`src/rtl/nic_mode_pkg.sv`:
```
package nic_mode_pkg;

  // Operating-mode field encodings (bits 7:6 of the mode byte)
  typedef enum logic [1:0] {
    OPM_NORMAL   = 2'b00,
    OPM_AUTOLOAD = 2'b01,
    OPM_PROGRAM  = 2'b10,
    OPM_CFGWRITE = 2'b11
  } opmode_e;

  localparam int OPM_W = 2;

endpackage

```
`src/rtl/opmode_reg.sv`:
```
module opmode_reg
  import nic_mode_pkg::*;
#(
  parameter int DATA_W = 8
) (
  input  logic              clk,
  input  logic              rst,
  input  logic              wr_i,
  input  logic [DATA_W-1:0] wdata_i,
  output logic [DATA_W-1:0] byte_o,
  output opmode_e           mode_o
);

  localparam int FIELD_LSB = DATA_W - OPM_W;

  logic [DATA_W-1:0] byte_q;

  always_ff @(posedge clk) begin
    if (rst) begin
      byte_q <= '0;
    end else if (wr_i) begin
      byte_q <= wdata_i;
    end
  end

  assign byte_o = byte_q;
  assign mode_o = opmode_e'(byte_q[DATA_W-1:FIELD_LSB]);

endmodule

```
`src/rtl/opmode_decode.sv`:
```
module opmode_decode
  import nic_mode_pkg::*;
(
  input  opmode_e mode_i,
  output logic    cfg_open_o,
  output logic    net_open_o
);

  // Exact-match decoding: no single bit opens a path on its own.
  always_comb begin
    cfg_open_o = 1'b0;
    net_open_o = 1'b0;
    unique case (mode_i)
      OPM_NORMAL:   net_open_o = 1'b1;
      OPM_CFGWRITE: cfg_open_o = 1'b1;
      OPM_AUTOLOAD,
      OPM_PROGRAM:  ;
      default:      ;
    endcase
  end

endmodule

```
`src/rtl/cfg_bank.sv`:
```
module cfg_bank #(
  parameter int DATA_W  = 8,
  parameter int NUM_CFG = 4,
  parameter int IDX_W   = 2
) (
  input  logic                           clk,
  input  logic                           rst,
  input  logic                           req_i,
  input  logic [IDX_W-1:0]               idx_i,
  input  logic [DATA_W-1:0]              wdata_i,
  input  logic                           open_i,
  output logic                           we_o,
  output logic [NUM_CFG-1:0][DATA_W-1:0] regs_o
);

  logic commit;
  logic we_q;

  assign commit = req_i & open_i;

  for (genvar g = 0; g < NUM_CFG; g++) begin : g_cfg
    logic [DATA_W-1:0] q;
    always_ff @(posedge clk) begin
      if (rst) begin
        q <= '0;
      end else if (commit && (idx_i == IDX_W'(g))) begin
        q <= wdata_i;
      end
    end
    assign regs_o[g] = q;
  end

  always_ff @(posedge clk) begin
    if (rst) we_q <= 1'b0;
    else     we_q <= commit;
  end

  assign we_o = we_q;

endmodule

```
`src/rtl/rx_gate.sv`:
```
module rx_gate (
  input  logic clk,
  input  logic rst,
  input  logic offer_i,
  input  logic open_i,
  output logic accept_o,
  output logic drop_o
);

  logic accept_q;
  logic drop_q;

  always_ff @(posedge clk) begin
    if (rst) begin
      accept_q <= 1'b0;
      drop_q   <= 1'b0;
    end else begin
      accept_q <= offer_i &  open_i;
      drop_q   <= offer_i & ~open_i;
    end
  end

  assign accept_o = accept_q;
  assign drop_o   = drop_q;

endmodule

```
`src/rtl/nic_opmode_gate.sv`:
```
module nic_opmode_gate
  import nic_mode_pkg::*;
#(
  parameter int DATA_W  = 8,
  parameter int NUM_CFG = 4,
  parameter int ADDR_W  = 3
) (
  input  logic              clk,
  input  logic              rst,
  input  logic              reg_wr_i,
  input  logic [ADDR_W-1:0] reg_addr_i,
  input  logic [DATA_W-1:0] reg_wdata_i,
  output logic [DATA_W-1:0] reg_rdata_o,
  output logic              cfg_we_o,
  input  logic              rx_offer_i,
  output logic              rx_ready_o,
  output logic              rx_accept_o,
  output logic              rx_drop_o
);

  localparam int IDX_W = (NUM_CFG > 1) ? $clog2(NUM_CFG) : 1;

  logic                           sel_mode;
  logic                           sel_cfg;
  logic [IDX_W-1:0]               cfg_idx;
  logic [DATA_W-1:0]              mode_byte;
  opmode_e                        cur_mode;
  logic                           cfg_open;
  logic                           net_open;
  logic [NUM_CFG-1:0][DATA_W-1:0] cfg_regs;
  logic [DATA_W-1:0]              rd_next;
  logic [DATA_W-1:0]              rd_q;

  assign sel_mode = (reg_addr_i == '0);
  assign sel_cfg  = (reg_addr_i != '0) && (reg_addr_i <= ADDR_W'(NUM_CFG));
  assign cfg_idx  = IDX_W'(reg_addr_i - ADDR_W'(1));

  opmode_reg #(.DATA_W(DATA_W)) u_mode (
    .clk     (clk),
    .rst     (rst),
    .wr_i    (reg_wr_i & sel_mode),
    .wdata_i (reg_wdata_i),
    .byte_o  (mode_byte),
    .mode_o  (cur_mode)
  );

  opmode_decode u_dec (
    .mode_i     (cur_mode),
    .cfg_open_o (cfg_open),
    .net_open_o (net_open)
  );

  cfg_bank #(.DATA_W(DATA_W), .NUM_CFG(NUM_CFG), .IDX_W(IDX_W)) u_bank (
    .clk     (clk),
    .rst     (rst),
    .req_i   (reg_wr_i & sel_cfg),
    .idx_i   (cfg_idx),
    .wdata_i (reg_wdata_i),
    .open_i  (cfg_open),
    .we_o    (cfg_we_o),
    .regs_o  (cfg_regs)
  );

  rx_gate u_rx (
    .clk      (clk),
    .rst      (rst),
    .offer_i  (rx_offer_i),
    .open_i   (net_open),
    .accept_o (rx_accept_o),
    .drop_o   (rx_drop_o)
  );

  always_comb begin
    rd_next = '0;
    if (sel_mode)     rd_next = mode_byte;
    else if (sel_cfg) rd_next = cfg_regs[cfg_idx];
  end

  always_ff @(posedge clk) begin
    if (rst) rd_q <= '0;
    else     rd_q <= rd_next;
  end

  assign reg_rdata_o = rd_q;
  assign rx_ready_o  = net_open;

endmodule

```
`config.mk`:
```
export PLATFORM = sky130hd
export DESIGN_NAME = nic_opmode_gate
export DESIGN_NICKNAME = d
export VERILOG_FILES = /design/src/rtl/nic_mode_pkg.sv /design/src/rtl/opmode_reg.sv /design/src/rtl/opmode_decode.sv /design/src/rtl/cfg_bank.sv /design/src/rtl/rx_gate.sv /design/src/rtl/nic_opmode_gate.sv
export SDC_FILE = /design/constraint.sdc
export NUM_CORES = 1
export LEC_CHECK = 0
export BUFFER_PORTS_ARGS = -buffer_cell sky130_fd_sc_hd__buf_2
export CELL_PAD_IN_SITES_DETAIL_PLACEMENT = 1
export CELL_PAD_IN_SITES_GLOBAL_PLACEMENT = 1
export CORE_UTILIZATION = 49
export DETAILED_ROUTE_END_ITERATION = 10
export PLACE_DENSITY = 0.85
export SLEW_MARGIN = 10
export SYNTH_ARGS = -nofsm -noshare
export SYNTH_HDL_FRONTEND = slang
export SYNTH_HIERARCHICAL = 1
export SYNTH_SLANG_ARGS = --single-unit
```
`constraint.sdc`:
```
create_clock -name clk -period 3.1 [get_ports clk]
set_input_delay 0.465 -clock clk [delete_from_list [all_inputs] [get_ports clk]]
set_output_delay 0.465 -clock clk [all_outputs]
set_load 0.01 [all_outputs]
```
* Word-level counts from Yosys, hierarchy flattened *
Index checks and enable logic that the tools add are counted.

storage, ports and cells
  flip-flop bits (word level) = 51
  latch bits = 0
  RAM bits = 0
  memory bits (read-only) = 0
  logic and storage cells = 37
  memories = 0

operators by class
  add/sub/neg operators = 1
  $mul = 0
  div/mod/pow operators = 0
  magnitude comparators = 2
  equal/unequal tests = 4
  shifts and indexed selects = 0
  multiplexer cells = 6
  bitwise logic cells = 6
  reduce and logical (&&, ||, !) cells = 9

operators by type and width
  kind                                                number
  2-to-1 mux 8 bit                                    3
  binary-select mux 8 bit (select 2 bit)              1
  == test 2 bit, second input constant                3
  AND 1 bit                                           5
  logical AND 1 bit                                   5
  zero test 2 bit                                     2
  <= comparator 3 bit, second input constant          1
  zero test 3 bit                                     1
  < comparator 2 x 3 -> 1 bit, second input constant  1
  nonzero test 3 bit                                  1
  == test 2 x 1 -> 1 bit, second input constant       1
  2-to-1 mux 1 bit                                    2
  subtractor 2 x 1 -> 2 bit, second input constant    1
  NOT 1 bit                                           1

* Logic depth before layout (Yosys ltp) *
  depth in word-level cells = 5
  depth in mapped cells = 9
  gate-level depth less buffers = 6

* Cells and area by module *
Netlist, hierarchy kept.

modules (own cells, without submodules)
  module           times used  cells each  area an instance (um^2)  seq. area each (um^2)
  cfg_bank         1           121         1352.5                   660.6
  nic_opmode_gate  1           45          529.3                    160.2
  opmode_reg       1           28          300.3                    160.2
  rx_gate          1           4           61.3                     40.0
  opmode_decode    1           2           10.0                     0.0

* Worst setup path before layout *
OpenSTA, ideal clock, no wires.

  kind = in2reg
  from = input reg_addr_i[0]
  to = register u_bank.g_cfg[1].q[0]
  setup time = 72 ps
  arrival = 2061 ps
  data required time = 3028 ps
  setup slack = 967 ps
  stages on the path = 8
  cell sequence = buf_6 -> inv_1 -> ha_1 -> clkbuf_1 -> inv_1 -> and4b_1 -> buf_2 -> mux2i_1

on the way
  elaborated cells between the ends (all ways) = 8
  those cells by class = 1 x add/sub; 1 x order compare; 1 x eq/ne; 2 x bitwise; 3 x reduce/logical

RTL lines
  element                    RTL line               source
  from (decl)                nic_opmode_gate.sv:11  input logic [ADDR_W-1:0] reg_addr_i,
  subtractor 2 x 1 -> 2 bit  nic_opmode_gate.sv:36  assign cfg_idx = IDX_W'(reg_addr_i - ADDR_W'(1));
  via cfg_idx[0]             nic_opmode_gate.sv:25  logic [IDX_W-1:0] cfg_idx;
  == test 2 x 1 -> 1 bit     cfg_bank.sv:26         end else if (commit && (idx_i == IDX_W'(g))) begin
  logical AND 1 bit          cfg_bank.sv:26
  to (signal assigned)       cfg_bank.sv:27         q <= wdata_i;
  to (decl)                  cfg_bank.sv:22         logic [DATA_W-1:0] q;

The timed path passes the listed nets, and every way through them passes these cells.
A chain may end at the register's enable or synchronous reset.

* Worst setup path in the final report *
  from = input reg_addr_i[0]
  to = register u_bank.g_cfg[0].q[3]

on the way
  elaborated cells between the ends (all ways) = 8
  those cells by class = 1 x add/sub; 1 x order compare; 2 x bitwise; 4 x reduce/logical

RTL lines
  element                    RTL line
  subtractor 2 x 1 -> 2 bit  nic_opmode_gate.sv:36
  via cfg_idx[0]             nic_opmode_gate.sv:25
  zero test 2 bit            cfg_bank.sv:26
  logical AND 1 bit          cfg_bank.sv:26
  to (signal assigned)       cfg_bank.sv:27
  to (decl)                  cfg_bank.sv:22

The timed path passes the listed nets, and every way through them passes these cells.

==> impl_metrics.json <==
{
  "slowest_delay_ns": 0.57,
  "antenna_found_initial": 0,
  "critPathLaunchType": "input port",
  "slew_headroom_pct": 43.1,
  "dp_slack_ns": 0.664,
  "die_w_um": 69.8,
  "drive_above_1_share_pct": 21.8,
  "synth_fp_nets": 217,
  "crit_top_cell": "ha_1",
  "critPathArrivalTime_ns": 2.41,
  "cp_max_fo": 8,
  "critPathSlowestCell": "nand4bb_1",
  "cts_made_buffers": 5,
  "vias_per_cell": 5.45,
  "dr.first_iter.drc_count": 89,
  "cts_buffer_depth": 2,
  "postSynthAreaPerCell_um2": 11.3,
  "dp_cells": 264,
  "tightest_slew_ns": 0.853,
  "slew_violations": 0,
  "multiInputGateArea_um2": 1130,
  "track_usage_pct": 22.4,
  "yosys_warnings": 6,
  "power.leakage_nw": 1.11,
  "ys_ff_latch": 51,
  "worstSetupPathType": "input port to flop",
  "fin_ws_ns": 0.918,
  "antenna_cells": 0,
  "grt_max_degree": 61,
  "path_buf_inv": 2,
  "grt_pass1_vias": 1618,
  "wl_mm": 5.05,
  "irDropWorstVdd_mv": 0.244,
  "first_pass_iters": 4,
  "min-delay-path-class": "input port to flop",
  "finalHoldViolCount": 0,
  "path_delay_family": "simple AND/OR/NAND/NOR gates",
  "synth_cell_types": 23,
  "synth_cells": 200,
  "ys_async_sr_fraction_pct": 0,
  "clock_sinks": 51,
  "required_ns": 3.32,
  "p_per_area_nw_per_um2": 487,
  "yosysSeqAreaShare_pct": 45.3,
  "synth_top_area_share_pct": 45.3,
  "post-route-period-util_pct": 70.4,
  "clk_latency_ns": 0.31,
  "drc": 0,
  "core_area_um2": 4380,
  "crit_chain": "buf_2, inv_1, ha_1, ha_1, and2_1, nand4bb_1, mux2i_1",
  "final_core_util_pct": 56.7,
  "finalSetupViolations": 0,
  "n_fill_cell": 477,
  "rsz0062_at_grt": "false",
  "ioPinCount": 27,
  "fmax_mhz": 458,
  "wl_per_cell_um": 18.6,
  "post_cts_buffers": 0,
  "ctsHtreeMaxLevel": 2,
  "synth.cell_area_um2": 2250,
  "synth_edf_count": 0,
  "cts-root-buf": "clkbuf_8",
  "tns_ns": 0,
  "gr-total-overflow": 0,
  "io_buffers": 26,
  "core.rowCount": 24,
  "fin_crit_ns": 2.18,
  "worst_clock_skew_ns": 0.00808,
  "stdcell_count": 272,
  "ys.flop_type": "dfxtp_1",
  "clk_pin_slew_worst_paths_ns": 0.10,
  "ant_nets": 0,
  "grt_pass1_wl_mm": 8.38,
  "cts_resized": 0,
  "nets": 236,
  "dpl.hpwl_mm": 3.44,
  "crit_path_end_kind": "flop",
  "cts_tree": "built",
  "ctsHoldBuffers": 0,
  "cap_violations": 0,
  "status": "finished, final reports clean",
  "area.growth.synth_to_final_pct": 10.3,
  "synth_common_cells": "51 x dfxtp_1, 40 x mux2i_1, 40 x nand2b_1, 10 x nor2_1, 9 x nand2_1",
  "fp.dieH_um": 69.8,
  "dieArea_um2": 4870,
  "netlist.top_cell.by_area": "dfxtp_1",
  "hold_ws_ns": 0.419,
  "gp_congestion": 0.729,
  "synth.most_common_cell": "dfxtp_1",
  "start_util_pct": 51.4,
  "synth.area.top_cells": "dfxtp_1 45%, mux2i_1 18%, nand2b_1 11%",
  "seqCellArea_um2": 1020,
  "r2r_slack_ns": 1.35,
  "vias": 1483
}
cells by family after synthesis:
logic type | Yosys count | share of synthesized area (%)
buffers and inverters | 20 | 4.72
AND/OR/NAND/NOR | 71 | 20.0
flip-flops | 51 | 45.3
multiplexers | 48 | 25.8
adder cells (fa/ha/maj) | 2 | 1.11
AO/OA/AOI/OAI | 8 | 3.11
sequential cells by signal, summed over array words and instances, names as in the netlist:
name            count
u_bank/g_cfg.q     32
reg_rdata_o         8
u_mode/byte_o       8
u_bank/we_o         1
u_rx/accept_o       1
u_rx/drop_o         1
stage by stage:
stage / instance area (um^2) / power, W
after detailed placement: 2370 / 0.000756
after CTS: 2480 / 0.00122
after global placement: 2370 / 0.000753
after floorplan: 2250 / 0.000731
after global routing: 2480 / 0.00125
final: 2480 / 0.00121
worst min-delay path, stage by stage:
cell	delay (ns)
buf_2	0.10
mux2i_1	0.06
nor2_1	0.07
worst paths after layout:
kind,to,startpoint,depth (start not counted)
min reg2reg,u_bank/g_cfg[1].q[2],u_bank/g_cfg[1].q[2],2
min,u_mode/byte_o[4],reg_wdata_i[4],3
max,u_bank/g_cfg[0].q[3],reg_addr_i[0],7
max reg2reg,u_bank/g_cfg[0].q[3],u_mode/byte_o[7],3
power by group:
part	internal [W]	switching [W]
sequential	0.000658	0.00000181
combinational	0.0000340	0.0000485
clock	0.000241	0.000227
total	0.000933	0.000277
final cells by class:
type,count,share of cell area (%)
tap,52,2.62
clock inverter,3,1.76
timing repair buffer,28,5.84
multi-input combinational,129,45.3
inverter,4,0.604
sequential,51,41.1
clock buffer,5,2.77
per-layer routing:
layer	up-vias	wire (um)	GRT usage [%]
met5	-	0	0
met4	0	39	6.00
met3	4	187	4.94
met2	27	2410	35.8
met1	726	2410	30.7
li1	726	-	-
cells in the final DEF, fill, tap and decap left out, types with 2 or more instances in the layout:
cell,count
dfxtp_1,51
nand2b_1,40
mux2i_1,40
buf_2,26
nor2_1,10
nand2_1,9
mux4_2,8
o2bb2ai_1,8
clkbuf_8,5
inv_1,4
and2_1,3
nor3b_2,2
ha_1,2
buf_4,2
and4b_1,2
No activity file was read; power rests on OpenSTA's default activity.
